## config.mk

```make
export PLATFORM = sky130hd
export DESIGN_NAME = thermtrip_latch
export DESIGN_NICKNAME = d
export VERILOG_FILES = /design/src/rtl/thermtrip_pkg.sv /design/src/rtl/thermtrip_sync.sv /design/src/rtl/thermtrip_fsm.sv /design/src/rtl/thermtrip_outreg.sv /design/src/rtl/thermtrip_latch.sv
export SDC_FILE = /design/constraint.sdc
export NUM_CORES = 1
export LEC_CHECK = 0
export ABC_AREA = 1
export BUFFER_PORTS_ARGS = -buffer_cell sky130_fd_sc_hd__buf_4
export CORE_AREA = 2 2 39 41
export DETAILED_ROUTE_END_ITERATION = 16
export DIE_AREA = 0 0 41 43
export GPL_ROUTABILITY_DRIVEN = 0
export SYNTH_ARGS = -nofsm -noshare
export SYNTH_HDL_FRONTEND = slang
export SYNTH_SLANG_ARGS = --single-unit
export TNS_END_PERCENT = 5
```

## constraint.sdc

```tcl
create_clock -name clk_i -period 0.8 [get_ports clk_i]
set_input_delay 0.04 -clock clk_i [delete_from_list [all_inputs] [get_ports clk_i]]
set_output_delay 0.04 -clock clk_i [all_outputs]
set_load 0.02 [all_outputs]
```

## src/rtl/thermtrip_pkg.sv

```systemverilog
package thermtrip_pkg;

    // Default synchronizer depth for the asynchronous over-limit flag
    localparam int unsigned DEF_SYNC_STAGES = 2;

    typedef enum logic [1:0] {
        ST_RESET = 2'b00,
        ST_RUN   = 2'b01,
        ST_TRIP  = 2'b10
    } thermtrip_state_e;

endpackage

```

## src/rtl/thermtrip_sync.sv

```systemverilog
// Multi-flop synchronizer for the comparator flag. The stages carry no reset
// so that the flag keeps flowing while the core is held in reset.
module thermtrip_sync #(
    parameter int unsigned STAGES = 2
) (
    input  logic clk_i,
    input  logic async_i,
    output logic sync_o
);
    localparam int unsigned LAST = STAGES - 1;

    logic [LAST:0] stage_q;

    always_ff @(posedge clk_i) begin
        stage_q[0] <= async_i;
    end

    for (genvar g = 1; g < STAGES; g++) begin : g_stage
        always_ff @(posedge clk_i) begin
            stage_q[g] <= stage_q[g-1];
        end
    end

    assign sync_o = stage_q[LAST];
endmodule

```

## src/rtl/thermtrip_fsm.sv

```systemverilog
// Shutdown state machine: reset follows the flag, run trips on it,
// trip holds until reset.
module thermtrip_fsm
    import thermtrip_pkg::*;
(
    input  logic             clk_i,
    input  logic             rst_ni,
    input  logic             hot_i,
    output thermtrip_state_e state_o,
    output thermtrip_state_e next_o
);
    thermtrip_state_e state_q;
    thermtrip_state_e state_d;

    always_comb begin
        state_d = state_q;
        if (!rst_ni) begin
            // reset_hot / reset_cool
            state_d = hot_i ? ST_TRIP : ST_RESET;
        end else begin
            unique case (state_q)
                ST_RESET: state_d = hot_i ? ST_TRIP : ST_RUN;  // release_hot / release
                ST_RUN:   state_d = hot_i ? ST_TRIP : ST_RUN;  // trip / hold
                ST_TRIP:  state_d = ST_TRIP;                   // hold
                default:  state_d = ST_TRIP;
            endcase
        end
    end

    always_ff @(posedge clk_i) begin
        state_q <= state_d;
    end

    assign state_o = state_q;
    assign next_o  = state_d;
endmodule

```

## src/rtl/thermtrip_outreg.sv

```systemverilog
// Output stage: a dedicated flop for the trip pin, and the halt combination.
module thermtrip_outreg
    import thermtrip_pkg::*;
(
    input  logic             clk_i,
    input  logic             rst_ni,
    input  logic             hot_i,
    input  thermtrip_state_e state_i,
    input  thermtrip_state_e next_i,
    output logic             core_halt_o,
    output logic             trip_n_o
);
    logic trip_n_q;

    always_ff @(posedge clk_i) begin
        trip_n_q <= (next_i != ST_TRIP);
    end

    always_comb begin
        core_halt_o = (state_i == ST_TRIP) || (!rst_ni && hot_i);
        trip_n_o    = trip_n_q;
    end
endmodule

```

## src/rtl/thermtrip_latch.sv

```systemverilog
module thermtrip_latch
    import thermtrip_pkg::*;
#(
    parameter int unsigned SYNC_STAGES = DEF_SYNC_STAGES
) (
    input  logic clk_i,
    input  logic rst_ni,
    input  logic over_temp_i,
    output logic core_halt_o,
    output logic trip_n_o
);
    logic             hot_sync;
    thermtrip_state_e state;
    thermtrip_state_e state_next;

    thermtrip_sync #(.STAGES(SYNC_STAGES)) u_sync (
        .clk_i   (clk_i),
        .async_i (over_temp_i),
        .sync_o  (hot_sync)
    );

    thermtrip_fsm u_fsm (
        .clk_i   (clk_i),
        .rst_ni  (rst_ni),
        .hot_i   (hot_sync),
        .state_o (state),
        .next_o  (state_next)
    );

    thermtrip_outreg u_out (
        .clk_i       (clk_i),
        .rst_ni      (rst_ni),
        .hot_i       (hot_sync),
        .state_i     (state),
        .next_i      (state_next),
        .core_halt_o (core_halt_o),
        .trip_n_o    (trip_n_o)
    );
endmodule

```

==> flow_summary_export.csv, run 1 <==
group,metric,value,unit
status,status,"finished with violations",
status,violations,"setup timing",
timing,period_needed,0.835,ns
cells_and_area,area_delta_synth_final,64.3,%
clock_tree,clk-insertion-delay-late,0.24,ns
power_and_ir_drop,power.static_leakage,0.117,nW
timing,setup_ws,-0.0353,ns
die,num_rows,14,
logic_synthesis,ys_seq_area_share,69.6,%
global_route,grt_max_degree,4,
global_route,globalRouteMet3Util,6.81,%
drt,via_per_inst,2.93,
die,pin_count,5,
worst_setup_path,crit_path_end_kind,"output port",
power_and_ir_drop,fin_total_pwr,0.000611,W
worst_setup_path,critical_path_class,"reg -> out",
die,start_util,10.4,%
cells_and_area,nets,29,
cells_and_area,fin_util,17.1,%
cells_and_area,final_cell_mix,"nand2_1, clkbuf_4, buf_4, dfxtp_1",
clock_tree,clockRootBuffer,"clkbuf_4",
timing,setup_viol,1,
worst_setup_path,arrival,0.80,ns
drt,drc,0,
global_route,use_met1,3.54,%
power_and_ir_drop,irDropWorstVdd,0.927,mV
logic_synthesis,yosysWarnings,0,
timing,finClkSkew,0.00412,ns
drt,routed_wl,208,um
clock_tree,cts_buffers,3,
global_route,grt-ovfl-total,0,
hold_path,hp-class,"in -> reg",
clock_tree,clk_pin_slew,0.04,ns
drt,drt_iter0_drc,5,
worst_setup_path,cp.required,0.76,ns
global_route,grt_pass1_vias,128,
cells_and_area,final_common_cell,"nand2_1",
logic_synthesis,syn_inst,16,
cells_and_area,insertedDiodeCount,0,
cells_and_area,design_area,236,um2
timing,whs,0.0375,ns
timing,hold_viol_final,0,
logic_synthesis,synth_nets,19,
global_route,grtUsageMet2,4.69,%
die,dieArea,0.00176,mm2
timing,max_freq,1.20,GHz
logic_synthesis,ys_types,6,
timing,rsz0062_at_grt,"true",
placement,dp_cells,36,
logic_synthesis,syn_area_per_cell,8.99,um2
logic_synthesis,synthTopCellsByArea,"dfxtp_1, nand2_1, inv_1",
global_route,grt.busiest_layer,"met3",
logic_synthesis,synth-seq-cells,5,
power_and_ir_drop,p_per_area,2580,mW/mm2
worst_setup_path,start_kind,"register",
logic_synthesis,synth_top_area_cell,"dfxtp_1",
drt,drt_first_pass_iters,2,
die,core,0.00138,mm2
logic_synthesis,netlist_area,144,um2
timing,fin_crit_sh,104,%
hold_path,hold_path_depth,3,
clock_tree,cts_tree,"built",
cells_and_area,layoutNonFillerInstCount,41,
cells_and_area,drive_above_1_share,48.0,%
drt,num_vias,120,
global_route,grt_pass1_wl,469,um
global_route,grt_util_all_layers,4.82,%
worst_setup_path,cp_max_fo,1,
logic_synthesis,yosysTopAreaCellShare,69.6,%
run,drv_cap,0,
die,die_y,43,um
global_route,antenna_found_initial,0,
clock_tree,max-clock-path-buffers,2,
drt,routedWlPerCell,5.07,um
timing,finalMaxSlewViolations,0,
timing,worst_pin_slew,0.0669,ns
drt,drtAntennaViolNets,0,
placement,placed_area,194,um2
clock_tree,post-cts-setup-buffers,0,
clock_tree,cts-htree-levels,1,
die,fp.dieW,41,um
timing,slew_headroom,95.5,%
worst_setup_path,rr_worst_depth,3,
clock_tree,clkSinkCount,5,
placement,io_buffers,4,
## cells in the mapped netlist (all sizes together)
cell type and n:
inv 4, dfxtp 5, nor2 1, nand2 6
## routing by layer
metal / up-vias / part of all wire, %
met5: - / 0
met4: 0 / 0
met3: 0 / 18
met1: 54 / 40
met2: 4 / 41
li1: 62 / -
## final timing paths
kind,startpoint,to,slack [ns]
hold reg to reg,u_sync.stage_q[0]$_DFF_P_,u_sync.sync_o$_DFF_P_,0.33
setup reg to reg,u_fsm.state_o[1]$_DFF_P_,u_out.trip_n_o$_DFF_P_,0.22
setup / recovery,u_fsm.state_o[0]$_DFF_P_,core_halt_o,-0.04
hold / removal,rst_ni,u_fsm.state_o[0]$_DFF_P_,0.04
## where the power goes
group          internal [W]  switching (W)  leakage (nW)  total [W]
Combinational     0.0000283      0.0000261        0.0600  0.0000543
Clock              0.000188      0.0000972        0.0150   0.000285
Sequential         0.000266     0.00000555        0.0417   0.000271
## area by class of cell
cell class / count / area (um2)
sequential: 5 / 103
fill: 169 / 1150
inverter: 4 / 15.0
multi-input combinational: 7 / 28.8
tap: 16 / 20.0
timing repair buffer: 5 / 43.8
clock buffer: 4 / 26.3
## cells by family after synthesis
logic type / after synthesis / share of synthesized area (%)
buf+inv: 4 / 10.4
simple gates: 7 / 20.0
flops: 5 / 69.6
## what timing repair did
item                                   4_1_cts  5_1_grt
hold buffers                                 1        0
gates resized for setup                      3        0
gates cloned                                 0        0
endpoints found under the hold margin        1        0
setup endpoints to repair                    1        1
## worst max-delay path, stage by stage, from the launching register on
cell     delay (ns)
dfxtp_1        0.30
inv_1          0.03
nand2_1        0.04
nand2_1        0.05
buf_6          0.13
## registers in the layout (all words and copies together) (netlist names)
register	count
u_fsm.state_o	2
u_out.trip_n_o	1
u_sync.stage_q	1
u_sync.sync_o	1
## through the flow
stage,setup WS [ns],TNS [ns]
6_report,-0.0353,-0.0353
5_1_grt,-0.117,-0.117
4_1_cts,-0.0542,-0.0542
3_5_place_dp,0.192,0
3_3_place_gp,0.196,0
2_1_floorplan,0.231,0
No activity file was read; power rests on OpenSTA's default activity.
==> run 2: changes to the inputs <==
- ABC_AREA: 1 -> unset
==> run 2 against run 1 <==
  * The run still ends with setup timing left
  * Clock-buffer cell count stayed put
  * Via count is 5.8% lower
  * Non-clock buffer count is 2 higher
  * Worst hold slack better by 0.026 ns
  * Sequential share of layout area is 2.2 points lower
  * Critical endpoint unchanged
==> flow_summary_export.csv, run 2 <==
group,metric,value,unit
status,status,"finished with violations",
status,violations,"setup timing",
worst_setup_path,arrival,0.87,ns
timing,period_needed,0.914,ns
cells_and_area,area_delta_synth_final,79.3,%
drt,routed_wl,229,um
die,die_y,43,um
timing,finalMaxSlewViolations,0,
worst_setup_path,rr_worst_depth,3,
cells_and_area,design_area,249,um2
clock_tree,cts-htree-levels,1,
drt,via_per_inst,2.97,
die,pin_count,5,
die,dieArea,0.00176,mm2
logic_synthesis,syn_area_per_cell,12.6,um2
worst_setup_path,path_depth,3,
global_route,grt_pass1_vias,122,
power_and_ir_drop,power.static_leakage,0.117,nW
global_route,grt_util_all_layers,5.32,%
worst_setup_path,path_delay_family,"flip-flops",
timing,slew_headroom,91.0,%
clock_tree,cts_tree,"built",
timing,finClkSkew,0.000283,ns
power_and_ir_drop,p_per_area,2510,mW/mm2
worst_setup_path,cp.required,0.76,ns
logic_synthesis,synth-seq-cells,5,
clock_tree,max-clock-path-buffers,2,
global_route,grt-ovfl-total,0,
logic_synthesis,yosysTopAreaCellShare,72.1,%
cells_and_area,insertedDiodeCount,0,
cells_and_area,fin_util,18.0,%
drt,drt_first_pass_iters,2,
die,start_util,10.0,%
clock_tree,clkSinkCount,5,
worst_setup_path,worst_path_max_delay_cell,"dfxtp_2",
power_and_ir_drop,irDropWorstVdd,0.748,mV
worst_setup_path,cp_cell_sequence,"inv_2 -> o22ai_2 -> buf_6",
cells_and_area,final_common_cell,"buf_4",
logic_synthesis,ys_types,5,
cells_and_area,largest_reg_flops,2,
clock_tree,clk_pin_slew,0.04,ns
placement,placed_area,189,um2
logic_synthesis,synthTopCellsByArea,"dfxtp_1, o22ai_2, inv_1",
logic_synthesis,ys_seq_area_share,72.1,%
global_route,grt_pass1_wl,455,um
drt,m1WireLength,84,um
logic_synthesis,synth_nets,14,
hold_path,hold_path_depth,2,
worst_setup_path,critPathMaxStageDelay,0.32,ns
worst_setup_path,critical_path_class,"reg -> out",
drt,drt_iter0_drc,2,
clock_tree,cts_buffers,3,
logic_synthesis,yosysWarnings,0,
timing,hold_viol_final,0,
timing,setup_viol,1,
timing,max_freq,1.09,GHz
drt,wl_met2,75,um
run,drv_cap,0,
worst_setup_path,r2r_slack,0.08,ns
logic_synthesis,synth_edf_count,0,
drt,drtAntennaViolNets,0,
die,num_rows,14,
clock_tree,clockRootBuffer,"clkbuf_4",
placement,io_buffers,4,
worst_setup_path,cp_max_fo,2,
cells_and_area,nets,26,
worst_setup_path,critPathBufInv,2,
drt,num_vias,113,
timing,worst_pin_slew,0.135,ns
global_route,grt_max_degree,4,
timing,whs,0.0633,ns
logic_synthesis,synthTopCellsByCount,"dfxtp_1, inv_1, a21oi_2, and3_1, o22ai_2",
global_route,antenna_found_initial,0,
worst_setup_path,crit_path_end_kind,"output port",
hold_path,hp-class,"in -> reg",
cells_and_area,drive_above_1_share,59.1,%
timing,fin_crit_sh,114,%
timing,setup_ws,-0.114,ns
drt,drc,0,
drt,route.met3.wl,56,um
logic_synthesis,synth_top_area_cell,"dfxtp_1",
drt,top_layer,"met4",
drt,routedWlPerCell,6.03,um
die,fp.dieW,41,um
logic_synthesis,syn_inst,11,
logic_synthesis,synth-main-ff-cell,"dfxtp_1",
die,core,0.00138,mm2
timing,rsz0062_at_grt,"true",
clock_tree,clk-insertion-delay-late,0.24,ns
logic_synthesis,netlist_area,139,um2
worst_setup_path,start_kind,"register",
cells_and_area,final_cell_mix,"buf_4, clkbuf_4, dfxtp_1",
logic_synthesis,synth_most_common_cell,"dfxtp_1",
logic_synthesis,synth-async-reset-ratio,0,%
[run 2: cell count changes after synthesis, sizes merged]
cell / delta
o22ai: +1
nand2: -6
nor2: -1
inv: -1
and3: +1
a21oi: +1
[run 2: worst register-to-register path, delay by kind of cell, from the launching register on]
| family | cells | cell delay (ns) |
|---|---|---|
| flops | 1 | 0.31 |
| buf+inv | 2 | 0.18 |
| compound gates | 1 | 0.13 |
[run 2: cell type report]
type / count / area (um2)
fillers: 152 / 1130
clock buffers: 4 / 26.3
multi-input cells: 3 / 27.5
inverters: 3 / 11.3
well taps: 16 / 20.0
flip-flops and latches: 5 / 103
repair buffers: 7 / 61.3
[run 2: path summary, 6_finish.rpt]
path	startpoint	endpoint
setup reg to reg	u_fsm.state_o[1]$_DFF_P_	u_fsm.state_o[1]$_DFF_P_
hold / removal	rst_ni	u_fsm.state_o[0]$_DFF_P_
hold reg to reg	u_sync.stage_q[0]$_DFF_P_	u_sync.sync_o$_DFF_P_
setup / recovery	u_fsm.state_o[1]$_DFF_P_	core_halt_o
[run 2: logic make-up (layout without fill, tap and decap cells)]
logic type	after synthesis	count (layout)	synth area share, %
compound gates	2	2	15.3
simple gates	1	1	4.51
flops	5	5	72.1
buf+inv	3	14	8.11
[run 2: report_power, final]
part	leakage (nW)	switching, W	internal [W]
Sequential	0.0417	0.00000555	0.000266
Combinational	0.0604	0.0000262	0.0000369
Clock	0.0150	0.000101	0.000188
Total	0.117	0.000133	0.000491
[run 2: per-layer routing]
layer	vias to the layer above	GRT usage, %
li1	55	-
met1	45	3.22
met2	8	5.00
met3	5	9.42
met4	0	6.00
met5	-	0
[run 2: through the flow]
step           power, W  TNS [ns]  instances  worst slack (ns)
3_5_place_dp   0.000322         0         31            0.0625
6_report       0.000624    -0.114         38            -0.114
3_3_place_gp   0.000321         0         31            0.0789
2_1_floorplan  0.000299         0         11             0.117
5_1_grt        0.000694    -0.191         38            -0.191
4_1_cts        0.000640    -0.131         38            -0.131
[run 2: timing repair]
item,CTS,global route
buffers inserted,1,0
pin swaps,1,1
endpoints found under the setup margin,1,2
gates resized for setup,4,0
hold buffers,2,0
endpoints found under the hold margin,2,0
==> run 3: changes to the inputs <==
- SYNTH_HIERARCHICAL: unset -> 1
==> run 3 against run 2 <==
  * The run still ends with setup timing left
  * Sequential share of layout area down 1.4 points
  * Synthesized cell count unchanged
  * Final area up 3.5%
  * Final cell count unchanged
  * Clock skew up 0.0049 ns
  * Global-route usage down 0.50 points
  * Critical path depth unchanged
  * Die area unchanged
  * Largest cell class unchanged
==> flow_summary_export.csv, run 3 <==
group,metric,value,unit
clock_tree,clockRootBuffer,"clkbuf_4",
drt,drt_iter0_drc,0,
worst_setup_path,path_delay_family,"flip-flops",
cells_and_area,fin_util,18.6,%
global_route,grt_pass1_wl,441,um
logic_synthesis,synthTopCellsByArea,"dfxtp_1, nor3b_2, o22ai_2",
die,num_rows,14,
run,drv_cap,0,
cells_and_area,nets,26,
die,fp.dieW,41,um
drt,routed_wl,242,um
logic_synthesis,synthTopCellsByCount,"dfxtp_1, inv_1",
power_and_ir_drop,fin_total_pwr,0.000634,W
die,pin_count,5,
power_and_ir_drop,irDropWorstVdd,0.841,mV
logic_synthesis,syn_area_per_cell,13.3,um2
die,dieArea,0.00176,mm2
clock_tree,cts_tree,"built",
drt,num_vias,114,
worst_setup_path,cp_max_fo,2,
timing,fin_crit_sh,114,%
global_route,grt_util_all_layers,4.82,%
timing,worst_pin_slew,0.148,ns
timing,period_needed,0.912,ns
logic_synthesis,synth-async-reset-ratio,0,%
worst_setup_path,rr_worst_depth,3,
logic_synthesis,synth_nets,14,
logic_synthesis,synth-seq-cells,5,
logic_synthesis,ys_types,6,
timing,max_freq,1.10,GHz
timing,setup_tns,-0.112,ns
cells_and_area,layoutNonFillerInstCount,38,
cells_and_area,final_common_cell,"buf_4",
power_and_ir_drop,power.static_leakage,0.121,nW
drt,drt_first_pass_iters,1,
worst_setup_path,path_depth,3,
logic_synthesis,ys_seq_area_share,68.4,%
placement,io_buffers,4,
global_route,grt_pass1_vias,123,
drt,drtAntennaViolNets,0,
logic_synthesis,netlist_area,146,um2
worst_setup_path,cp_cell_sequence,"inv_2 -> o22ai_2 -> buf_6",
clock_tree,clk-insertion-delay-late,0.24,ns
worst_setup_path,critPathMaxStageDelay,0.33,ns
cells_and_area,largest_reg_flops,2,
die,die_y,43,um
placement,dp_cells,31,
die,core,0.00138,mm2
logic_synthesis,yosysTopAreaCellShare,68.4,%
placement,dpl.hpwl,150,um
timing,finClkSkew,0.00523,ns
worst_setup_path,critPathBufInv,2,
die,start_util,10.6,%
global_route,grt-ovfl-total,0,
clock_tree,clk_pin_slew,0.05,ns
placement,dp_slack,0.0451,ns
power_and_ir_drop,p_per_area,2460,mW/mm2
global_route,grt_max_degree,4,
status,violations,"setup timing",
clock_tree,max-clock-path-buffers,2,
worst_setup_path,endpoint,"core_halt_o",
worst_setup_path,worst_path_max_delay_cell,"dfxtp_2",
clock_tree,cts_buffers,3,
cells_and_area,drive_above_1_share,63.6,%
logic_synthesis,synth_top_area_cell,"dfxtp_1",
logic_synthesis,synth_most_common_cell,"dfxtp_1",
clock_tree,cts-htree-levels,1,
worst_setup_path,startpoint,"u_sync/sync_o$_DFF_P_",
worst_setup_path,r2r_start,"u_sync/sync_o$_DFF_P_",
timing,rsz0062_at_grt,"true",
cells_and_area,nFillCells,151,
timing,slew_headroom,90.1,%
timing,setup_viol,1,
drt,drc,0,
clock_tree,clkSinkCount,5,
worst_setup_path,arrival,0.87,ns
global_route,antenna_found_initial,0,
worst_setup_path,crit_path_end_kind,"output port",
cells_and_area,area_delta_synth_final,76.1,%
cells_and_area,insertedDiodeCount,0,
logic_synthesis,synth_edf_count,0,
worst_setup_path,r2r_slack,0.02,ns
drt,via_per_inst,3.00,
timing,hold_viol_final,0,
logic_synthesis,yosysWarnings,6,
hold_path,hp-class,"in -> reg",
status,status,"finished with violations",
timing,finalMaxSlewViolations,0,
logic_synthesis,synth-main-ff-cell,"dfxtp_1",
worst_setup_path,critical_path_class,"reg -> out",
worst_setup_path,worstReg2RegEnd,"u_out/trip_n_o$_DFF_P_",
timing,setup_ws,-0.112,ns
cells_and_area,final_cell_mix,"buf_4, clkbuf_4, dfxtp_1, buf_6, dfxtp_2",
drt,routedWlPerCell,6.37,um
logic_synthesis,syn_inst,11,
worst_setup_path,cp.required,0.76,ns
worst_setup_path,start_kind,"register",
-- run 3: kinds of logic after synthesis --
| family | synth area share [%] |
|---|---|
| and+or+nand+nor | 12.8 |
| buffers and inverters | 5.13 |
| AOI/OAI and AO/OA | 13.7 |
| DFF | 68.4 |
-- run 3: where the power goes --
group	total [W]	switching [W]	internal [W]
Clock	0.000291	0.000103	0.000189
Combinational	0.0000705	0.0000288	0.0000418
Sequential	0.000273	0.00000617	0.000267
-- run 3: routing by layer --
metal | GRT usage [%] | wire length [um] | part of all wire [%] | vias to the layer above
met4 | 2.00 | 0 | 0 | 0
met1 | 2.90 | 87 | 36 | 48
met2 | 5.63 | 101 | 42 | 9
li1 | - | - | - | 57
met3 | 9.42 | 53 | 22 | 0
met5 | 0 | 0 | 0 | -
-- run 3: worst min path at each step --
stage	slack, ns	cells past startpoint	end	start
4_1_cts	0.04	2	u_fsm/state_o[1]$_DFF_P_	rst_ni
6_report	0.05	2	u_fsm/state_o[1]$_DFF_P_	rst_ni
3_5_place_dp	0.15	1	u_sync/stage_q[0]$_DFF_P_	over_temp_i
3_3_place_gp	0.15	1	u_sync/stage_q[0]$_DFF_P_	over_temp_i
5_1_grt	0.05	2	u_fsm/state_o[1]$_DFF_P_	rst_ni
2_1_floorplan	0.07	0	u_sync/stage_q[0]$_DFF_P_	over_temp_i
-- run 3: what timing repair did --
| action | 4_1_cts | 5_1_grt |
|---|---|---|
| endpoints found under the setup margin | 1 | 2 |
| pin swaps | 1 | 1 |
| gates resized for setup | 4 | 1 |
| hold buffers | 1 | 0 |
| setup buffers | 2 | 0 |
| hold endpoints to repair | 1 | 0 |
-- run 3: area by class of cell --
cell class | count | area, um2 | share of cell area [%]
Inverter | 2 | 7.51 | 2.91
Multi-Input combinational cell | 4 | 38.8 | 15.0
Sequential cell | 5 | 103 | 39.8
Timing Repair Buffer | 7 | 62.6 | 24.3
Tap cell | 16 | 20.0 | 7.77
Clock buffer | 4 | 26.3 | 10.2
-- run 3: through the flow --
step / area (um2) / hold slack [ns]
floorplan: 146 / 0.0677
detailed placement: 196 / 0.146
finish: 258 / 0.0477
global placement: 196 / 0.145
CTS: 254 / 0.0450
global route: 258 / 0.0539
